===== config.mk =====
export PLATFORM = sky130hd
export DESIGN_NAME = aud_frame_sync_tracker
export DESIGN_NICKNAME = d
export VERILOG_FILES = /design/src/rtl/aud_sync_pkg.sv /design/src/rtl/aud_bit_window.sv /design/src/rtl/aud_frame_len.sv /design/src/rtl/aud_lock_fsm.sv /design/src/rtl/aud_fill_ctr.sv /design/src/rtl/aud_frame_sync_tracker.sv
export SDC_FILE = /design/constraint.sdc
export NUM_CORES = 1
export LEC_CHECK = 0
export CAP_MARGIN = 10
export CORE_AREA = 2 2 119 132
export CTS_CLUSTER_SIZE = 30
export DETAILED_ROUTE_END_ITERATION = 6
export DIE_AREA = 0 0 121 134
export DONT_BUFFER_PORTS = 1
export MAX_ROUTING_LAYER = met4
export PLACE_DENSITY = 0.85
export SYNTH_ARGS = -nofsm -noshare
export SYNTH_HDL_FRONTEND = slang
export SYNTH_SLANG_ARGS = --single-unit

===== constraint.sdc =====
create_clock -name clk -period 21.6 [get_ports clk]
set_clock_uncertainty 0.05 [all_clocks]
set_input_delay 3.24 -clock clk [delete_from_list [all_inputs] [get_ports clk]]
set_output_delay 3.24 -clock clk [all_outputs]
set_load 0.02 [all_outputs]

===== src/rtl/aud_sync_pkg.sv =====
// Shared constants, types and rate arithmetic for the frame sync tracker.
// Assumes headers are sent MSB first and the frame size code is 6 bits.
package aud_sync_pkg;

    localparam logic [15:0] SYNC_WORD = 16'h0B77;
    localparam int          HDR_POS   = 47;   // last bit of the captured header word
    localparam int          SYNC_POS  = 15;   // last bit of the sync word
    localparam logic [5:0]  SIZE_MAX  = 6'd37;
    localparam logic [4:0]  VER_MAX   = 5'd8;

    typedef enum logic [2:0] {
        ST_SEARCH,
        ST_CAND,
        ST_LOCK,
        ST_LOST,
        ST_HOLD
    } trk_state_t;

    typedef struct packed {
        logic [1:0] rate;
        logic [5:0] size;
        logic [4:0] ver;
        logic [2:0] svc;
    } hdr_t;

    // Nominal bit rate in kbps for a frame size pair index
    function automatic logic [9:0] rate_kbps(input logic [4:0] idx);
        logic [9:0] r;
        case (idx)
            5'd0:  r = 10'd32;
            5'd1:  r = 10'd40;
            5'd2:  r = 10'd48;
            5'd3:  r = 10'd56;
            5'd4:  r = 10'd64;
            5'd5:  r = 10'd80;
            5'd6:  r = 10'd96;
            5'd7:  r = 10'd112;
            5'd8:  r = 10'd128;
            5'd9:  r = 10'd160;
            5'd10: r = 10'd192;
            5'd11: r = 10'd224;
            5'd12: r = 10'd256;
            5'd13: r = 10'd320;
            5'd14: r = 10'd384;
            5'd15: r = 10'd448;
            5'd16: r = 10'd512;
            5'd17: r = 10'd576;
            5'd18: r = 10'd640;
            default: r = 10'd0;
        endcase
        return r;
    endfunction

    // 16-bit words per frame for a rate code and a size code
    function automatic logic [10:0] frame_words(input logic [1:0] rate, input logic [5:0] size);
        logic [17:0] kb;
        logic [17:0] w;
        kb = {8'd0, rate_kbps(size[5:1])};
        case (rate)
            2'b00:   w = kb * 18'd2;
            2'b10:   w = kb * 18'd3;
            2'b01:   w = (kb * 18'd320) / 18'd147 + {17'd0, size[0]};
            default: w = 18'd0;
        endcase
        return w[10:0];
    endfunction

endpackage


===== src/rtl/aud_bit_window.sv =====
// Sliding window over the accepted serial bits.
// Shifts only on accepted bits; exposes the window including the current bit.
module aud_bit_window #(
    parameter int WIN_W = 16
) (
    input  logic             clk,
    input  logic             rst_n,
    input  logic             bit_en,
    input  logic             bit_in,
    output logic [WIN_W-1:0] win_next
);

    logic [WIN_W-1:0] win_q;

    // Window as it stands once the present bit is included
    always_comb win_next = {win_q[WIN_W-2:0], bit_in};

    // Hold the last WIN_W accepted bits
    always_ff @(posedge clk) begin
        if (!rst_n)      win_q <= '0;
        else if (bit_en) win_q <= win_next;
    end

endmodule


===== src/rtl/aud_frame_len.sv =====
// Combinational header decode: frame length in bits and header validity.
// Assumes the header word is presented as rate, size, version, service.
module aud_frame_len
    import aud_sync_pkg::*;
#(
    parameter int LEN_W = 16
) (
    input  hdr_t             hdr,
    output logic [LEN_W-1:0] len_bits,
    output logic             hdr_bad,
    output logic             ver_bad
);

    localparam int WORD_SHIFT = 4;

    logic [10:0] words;

    // Words per frame from the rate and size codes
    always_comb words = frame_words(hdr.rate, hdr.size);

    // Length in bits and header checks
    always_comb begin
        len_bits = LEN_W'({words, {WORD_SHIFT{1'b0}}});
        hdr_bad  = (hdr.rate == 2'b11) || (hdr.size > SIZE_MAX);
        ver_bad  = (hdr.ver > VER_MAX);
    end

endmodule


===== src/rtl/aud_lock_fsm.sv =====
// Sync acquisition and tracking state machine.
// Counts accepted bits within a frame, checks the sync word at each boundary,
// captures the header of frames whose sync was seen, and handles cancel.
module aud_lock_fsm
    import aud_sync_pkg::*;
#(
    parameter int LEN_W = 16
) (
    input  logic             clk,
    input  logic             rst_n,
    input  logic             bit_en,
    input  logic             cancel,
    input  logic [15:0]      win_next,
    input  logic [LEN_W-1:0] len_new,
    input  logic             hdr_bad,
    input  logic             ver_bad,
    output logic             locked_n,
    output logic             nodet,
    output logic             err,
    output logic             resync,
    output hdr_t             hdr_q
);

    trk_state_t       state;
    logic [LEN_W-1:0] pos;
    logic [LEN_W-1:0] len_q;
    logic             miss1;
    logic             hitf;
    logic             sync_hit;
    logic             at_end;
    logic             at_sync;
    logic             at_hdr;

    // Boundary and header position decode
    always_comb begin
        sync_hit = (win_next == SYNC_WORD);
        at_end   = (pos == len_q - LEN_W'(1));
        at_sync  = (pos == LEN_W'(SYNC_POS));
        at_hdr   = (pos == LEN_W'(HDR_POS));
    end

    // State, position, status and header capture
    always_ff @(posedge clk) begin
        if (!rst_n) begin
            state <= ST_SEARCH;
            pos   <= '0;
            len_q <= '0;
            miss1 <= 1'b0;
            hitf  <= 1'b0;
            nodet <= 1'b1;
            err   <= 1'b0;
            hdr_q <= '0;
        end else if (cancel) begin
            state <= ST_HOLD;
            pos   <= '0;
            miss1 <= 1'b0;
            hitf  <= 1'b0;
            nodet <= 1'b1;
            err   <= 1'b0;
        end else begin
            unique case (state)
                ST_HOLD: state <= ST_SEARCH;
                ST_LOST: state <= ST_LOST;
                ST_SEARCH: begin
                    if (bit_en && sync_hit) begin
                        state <= ST_CAND;
                        pos   <= LEN_W'(SYNC_POS + 1);
                        hitf  <= 1'b1;
                        miss1 <= 1'b0;
                    end
                end
                default: begin
                    if (bit_en) begin
                        pos <= at_end ? '0 : pos + LEN_W'(1);
                        if (at_sync) begin
                            if (sync_hit) begin
                                state <= ST_LOCK;
                                nodet <= 1'b0;
                                hitf  <= 1'b1;
                                miss1 <= 1'b0;
                            end else begin
                                nodet <= 1'b1;
                                hitf  <= 1'b0;
                                if (state == ST_CAND) state <= ST_SEARCH;
                                else if (miss1)       state <= ST_LOST;
                                else                  miss1 <= 1'b1;
                            end
                        end
                        if (at_hdr && hitf) begin
                            hdr_q <= hdr_t'(win_next);
                            if (hdr_bad) begin
                                err <= 1'b1;
                                if (state == ST_CAND) state <= ST_SEARCH;
                            end else begin
                                len_q <= len_new;
                                if (ver_bad) err <= 1'b1;
                            end
                        end
                    end
                end
            endcase
        end
    end

    // Status decode from the state register
    always_comb begin
        locked_n = (state != ST_LOCK);
        resync   = (state == ST_LOST);
    end

endmodule


===== src/rtl/aud_fill_ctr.sv =====
// Byte occupancy of the input buffer and the active-low data request.
// Assumes one byte is formed from every eight accepted bits.
module aud_fill_ctr #(
    parameter int DEPTH = 128,
    parameter int HWM   = 64
) (
    input  logic clk,
    input  logic rst_n,
    input  logic bit_en,
    input  logic take,
    output logic req_n
);

    localparam int FILL_W = $clog2(DEPTH + 1);

    logic [2:0]        phase;
    logic [FILL_W-1:0] fill;
    logic              inc;
    logic              dec;

    // Byte completion and removal strobes
    always_comb begin
        inc = bit_en && (phase == 3'd7) && (fill < FILL_W'(DEPTH));
        dec = take && (fill != '0);
    end

    // Bit phase within the current byte
    always_ff @(posedge clk) begin
        if (!rst_n)      phase <= '0;
        else if (bit_en) phase <= phase + 3'd1;
    end

    // Occupancy count
    always_ff @(posedge clk) begin
        if (!rst_n) fill <= '0;
        else if (inc && !dec) fill <= fill + FILL_W'(1);
        else if (dec && !inc) fill <= fill - FILL_W'(1);
    end

    // Request off at or above the high-water mark
    always_comb req_n = (fill >= FILL_W'(HWM));

endmodule


===== src/rtl/aud_frame_sync_tracker.sv =====
// Top of the compressed audio frame sync tracker.
// Single clock domain: the block clock is the serial interface clock.
module aud_frame_sync_tracker
    import aud_sync_pkg::*;
#(
    parameter int FILL_DEPTH = 128,
    parameter int FILL_HWM   = 64
) (
    input  logic       clk,
    input  logic       rst_n,
    input  logic       ser_data,
    input  logic       ser_valid_n,
    input  logic       sync_cancel,
    input  logic       byte_take,
    output logic       req_n,
    output logic       resync_req,
    output logic       stat_nolock,
    output logic       stat_nodet,
    output logic       stat_err,
    output logic [1:0] hdr_rate,
    output logic [5:0] hdr_size,
    output logic [4:0] hdr_ver,
    output logic [2:0] hdr_svc
);

    localparam int WIN_W = 16;
    localparam int LEN_W = 16;

    logic             bit_en;
    logic [WIN_W-1:0] win_next;
    logic [LEN_W-1:0] len_new;
    logic             hdr_bad;
    logic             ver_bad;
    hdr_t             hdr_q;

    // Accept a bit only while the valid line is low
    always_comb bit_en = !ser_valid_n;

    aud_bit_window #(.WIN_W(WIN_W)) i_win (
        .clk      (clk),
        .rst_n    (rst_n),
        .bit_en   (bit_en),
        .bit_in   (ser_data),
        .win_next (win_next)
    );

    aud_frame_len #(.LEN_W(LEN_W)) i_len (
        .hdr      (hdr_t'(win_next)),
        .len_bits (len_new),
        .hdr_bad  (hdr_bad),
        .ver_bad  (ver_bad)
    );

    aud_lock_fsm #(.LEN_W(LEN_W)) i_fsm (
        .clk      (clk),
        .rst_n    (rst_n),
        .bit_en   (bit_en),
        .cancel   (sync_cancel),
        .win_next (win_next),
        .len_new  (len_new),
        .hdr_bad  (hdr_bad),
        .ver_bad  (ver_bad),
        .locked_n (stat_nolock),
        .nodet    (stat_nodet),
        .err      (stat_err),
        .resync   (resync_req),
        .hdr_q    (hdr_q)
    );

    aud_fill_ctr #(.DEPTH(FILL_DEPTH), .HWM(FILL_HWM)) i_fill (
        .clk    (clk),
        .rst_n  (rst_n),
        .bit_en (bit_en),
        .take   (byte_take),
        .req_n  (req_n)
    );

    // Header fields to the status outputs
    always_comb begin
        hdr_rate = hdr_q.rate;
        hdr_size = hdr_q.size;
        hdr_ver  = hdr_q.ver;
        hdr_svc  = hdr_q.svc;
    end

endmodule


==> impl_metrics.yaml <==
synth:
  synth_cells: 1256
  ys_warn_count: 0
  synth_nets: 1304
  seq_area_frac_synth: 0.173
  ys_ff_latch: 83
  ys.flop_type: "dfxtp_1"
  synth_edf_count: 0
  synthesis.area_mm2: 0.00962
  ys_async_sr_fraction: 0
  netlist-cell-type-count: 116
  syn_area_per_cell_um2: 7.66
global_routing:
  grt_max_degree: 57
  globalRouteTotalUtil: 0.306
  grt_pass1_vias: 8768
  grt_pass1_wl_um: 41300
  antenna_found_initial: 0
  grt-ovfl-total: 0
timing:
  worstMarginPinSlew_ps: 1050
  slew_viol_final: 0
  post-route-period-util: 0.923
  fin_crit_ps: 19950
  setup_violations: 0
  clock.fmax_mhz: 50.1
  final-hold-violation-count: 0
  max_slew_margin: 0.292
  finalWorstSetupSlack_ps: 1650
min_path:
  hold_path_class: "reg2reg"
die:
  core_mm2: 0.0149
  design.portCount: 27
  dieArea_mm2: 0.0162
  die_height_um: 134
  num_rows: 47
  start_util: 0.647
  die_w_um: 121
placed_design:
  io_buffers: 0
  gp_congestion: 0.966
  dp_hpwl_um: 18300
  dp_slack_ps: 654
power_and_ir_drop:
  p_per_area_mw_per_mm2: 38.9
  p_leak_nw: 3.75
  irDropWorstVdd_uv: 36.4
  finalPower_uw: 387
critical_path:
  cp_max_fo: 20
  slowest_delay_ps: 550
  reg2reg_slack_ps: 1650
  cp_data_required_time_ps: 21770
  worstSetupPathType: "reg2reg"
  start_kind: "flip-flop"
  critPathSlowestCell: "fa_1"
  arrival_ps: 20120
  endpoint_kind: "flip-flop"
  crit_top_cell: "ha_1"
clocking:
  ctsHoldBuffers: 0
  h-tree-depth: 3
  cts-buffers-inserted: 9
  path_clk_slew_ps: 60
  cts_tree: "done"
  cts_buffer_depth: 2
  clock_latency_ps: 340
  root_buffer: "clkbuf_16"
  cts_sinks: 83
cells_and_area:
  antennaDiodeCount: 0
  final_nets: 1260
  areaGrowthSynthToFinish_pct: 3.30
  drive_gt1_frac: 0.102
drt:
  ant_nets: 0
  firstDrtPassIters: 7
  wire_per_inst_um: 17.3
  drt-total-wl_um: 24500
  first_iter_violations: 1001
  drc: 1
  avgViaCountPerCell: 6.80
  routed-via-count: 9599
run_status:
  violations: "design-rule violations"
  status: "finished with violations"
job:
  maxCapViolations: 0
power by group:
group          leakage (nW)  total (mW)  internal, mW  switching (mW)
registers             0.671       0.167         0.160         0.00683
clock network         0.135       0.139        0.0774          0.0620
logic                  2.94      0.0798        0.0411          0.0388
routing by layer:
layer | vias up | global-route usage | routed length [µm]
li1 | 4682 | - | -
met1 | 4486 | 0.388 | 10700
met2 | 377 | 0.520 | 12000
met3 | 54 | 0.0217 | 1220
met4 | 0 | 0.0917 | 512
met5 | - | - | 0
layout make-up:
| class | instances | area [µm²] |
|---|---|---|
| multi-input cells | 1077 | 7590 |
| clock buffers | 9 | 225 |
| flip-flops and latches | 83 | 1660 |
| repair buffers | 6 | 45.0 |
| inverters | 35 | 134 |
| fillers | 1223 | 4940 |
| well taps | 196 | 245 |
| clock inverters | 6 | 41.3 |
cells in the mapped netlist (all sizes together) (9+ instances only):
cell type,count,area (µm²)
and2,23,146
clkbuf,40,150
a21o,12,90.1
o21ai,81,420
dfxtp,83,1660
mux2i,52,524
xor2,25,219
ha,39,488
nand3,42,228
nand2,100,378
o31ai,17,170
a21oi,71,359
o21a,15,113
nor4,13,111
a21boi,12,90.1
xnor2,51,465
o22ai,12,75.1
nor2,124,478
a211o,12,114
nor2b,37,231
and3,15,93.8
or3,21,136
nand4,17,106
a31oi,26,175
buf,21,134
nor3,40,226
a211oi,17,163
o211ai,13,111
inv,35,134
mux2,13,158
a31o,9,78.8
or2,12,75.1
critical path, delay by kind of cell (launching register included):
family | cells | cell delay (ps)
AOI/OAI and AO/OA | 30 | 7240
xor gates and xnor gates | 7 | 1430
adders and majority gates | 14 | 4260
buffers and inverters | 11 | 1970
DFF | 1 | 530
muxes | 3 | 780
and+or+nand+nor | 20 | 3530
path summary, 6_finish.rpt:
path                           start                            to  cells after the start
min          i_fsm.hitf$_SDFFE_PP0P_       i_fsm.hitf$_SDFFE_PP0P_                      2
min reg2reg  i_fsm.hitf$_SDFFE_PP0P_       i_fsm.hitf$_SDFFE_PP0P_                      2
max reg2reg                flip-flop  i_fsm.len_q[10]$_SDFFE_PN0P_                     85
max                        flip-flop  i_fsm.len_q[10]$_SDFFE_PN0P_                     85
cell families after synthesis:
family / Yosys count / share of synthesized area
compound gates: 418 / 0.328
mux: 65 / 0.0709
buf+inv: 96 / 0.0434
flops: 83 / 0.173
fa+ha+maj: 42 / 0.0570
xor+xnor: 76 / 0.0711
simple gates: 476 / 0.257
what timing repair did:
item | in CTS | in global routing
endpoints found under the setup margin | 0 | 11
gates resized for setup | 0 | 10
buffers inserted | 0 | 3
layout by cell type (no fill, tap or decap), types with 14 or more instances in the layout:
master,instances
nor2b_1,37
nand2_1,97
a31oi_1,24
inv_1,26
and2_1,21
or3_1,20
and3_1,15
xnor2_1,50
xor2_1,24
nor2_1,121
o21ai_1,19
ha_1,39
nor3_1,36
mux2i_1,51
o21ai_0,58
nand4_1,17
nand3_1,40
dfxtp_1,82
a21oi_1,70
o21a_1,14
flip-flops by register name, summed over array words and instances, names as in the netlist, named ones only:
| name | flops |
|---|---|
| i_fsm.nodet | 1 |
| i_fill.phase | 3 |
| i_fsm.state | 3 |
| i_fsm.pos | 16 |
| i_fsm.len_q | 11 |
| i_fsm.hdr_q | 16 |
| i_fsm.err | 1 |
| i_fill.fill | 8 |
| i_win.win_q | 15 |
| i_fsm.miss1 | 1 |
| i_fsm.hitf | 1 |
through the flow:
| step | instance area [µm²] | TNS [ps] | hold slack, ps | instances | utilization |
|---|---|---|---|---|---|
| global route | 9940 | -4.14 | 457 | 1412 | 0.668 |
| finish | 9940 | 0 | 442 | 1412 | 0.668 |
| CTS | 9880 | 0 | 439 | 1409 | 0.664 |
| detailed placement | 9610 | 0 | 429 | 1394 | 0.646 |
| floorplan | 9620 | 0 | 404 | 1256 | - |
| global placement | 9610 | 0 | 419 | 1394 | 0.646 |
Note: power is estimated with default switching activity, not from simulation.
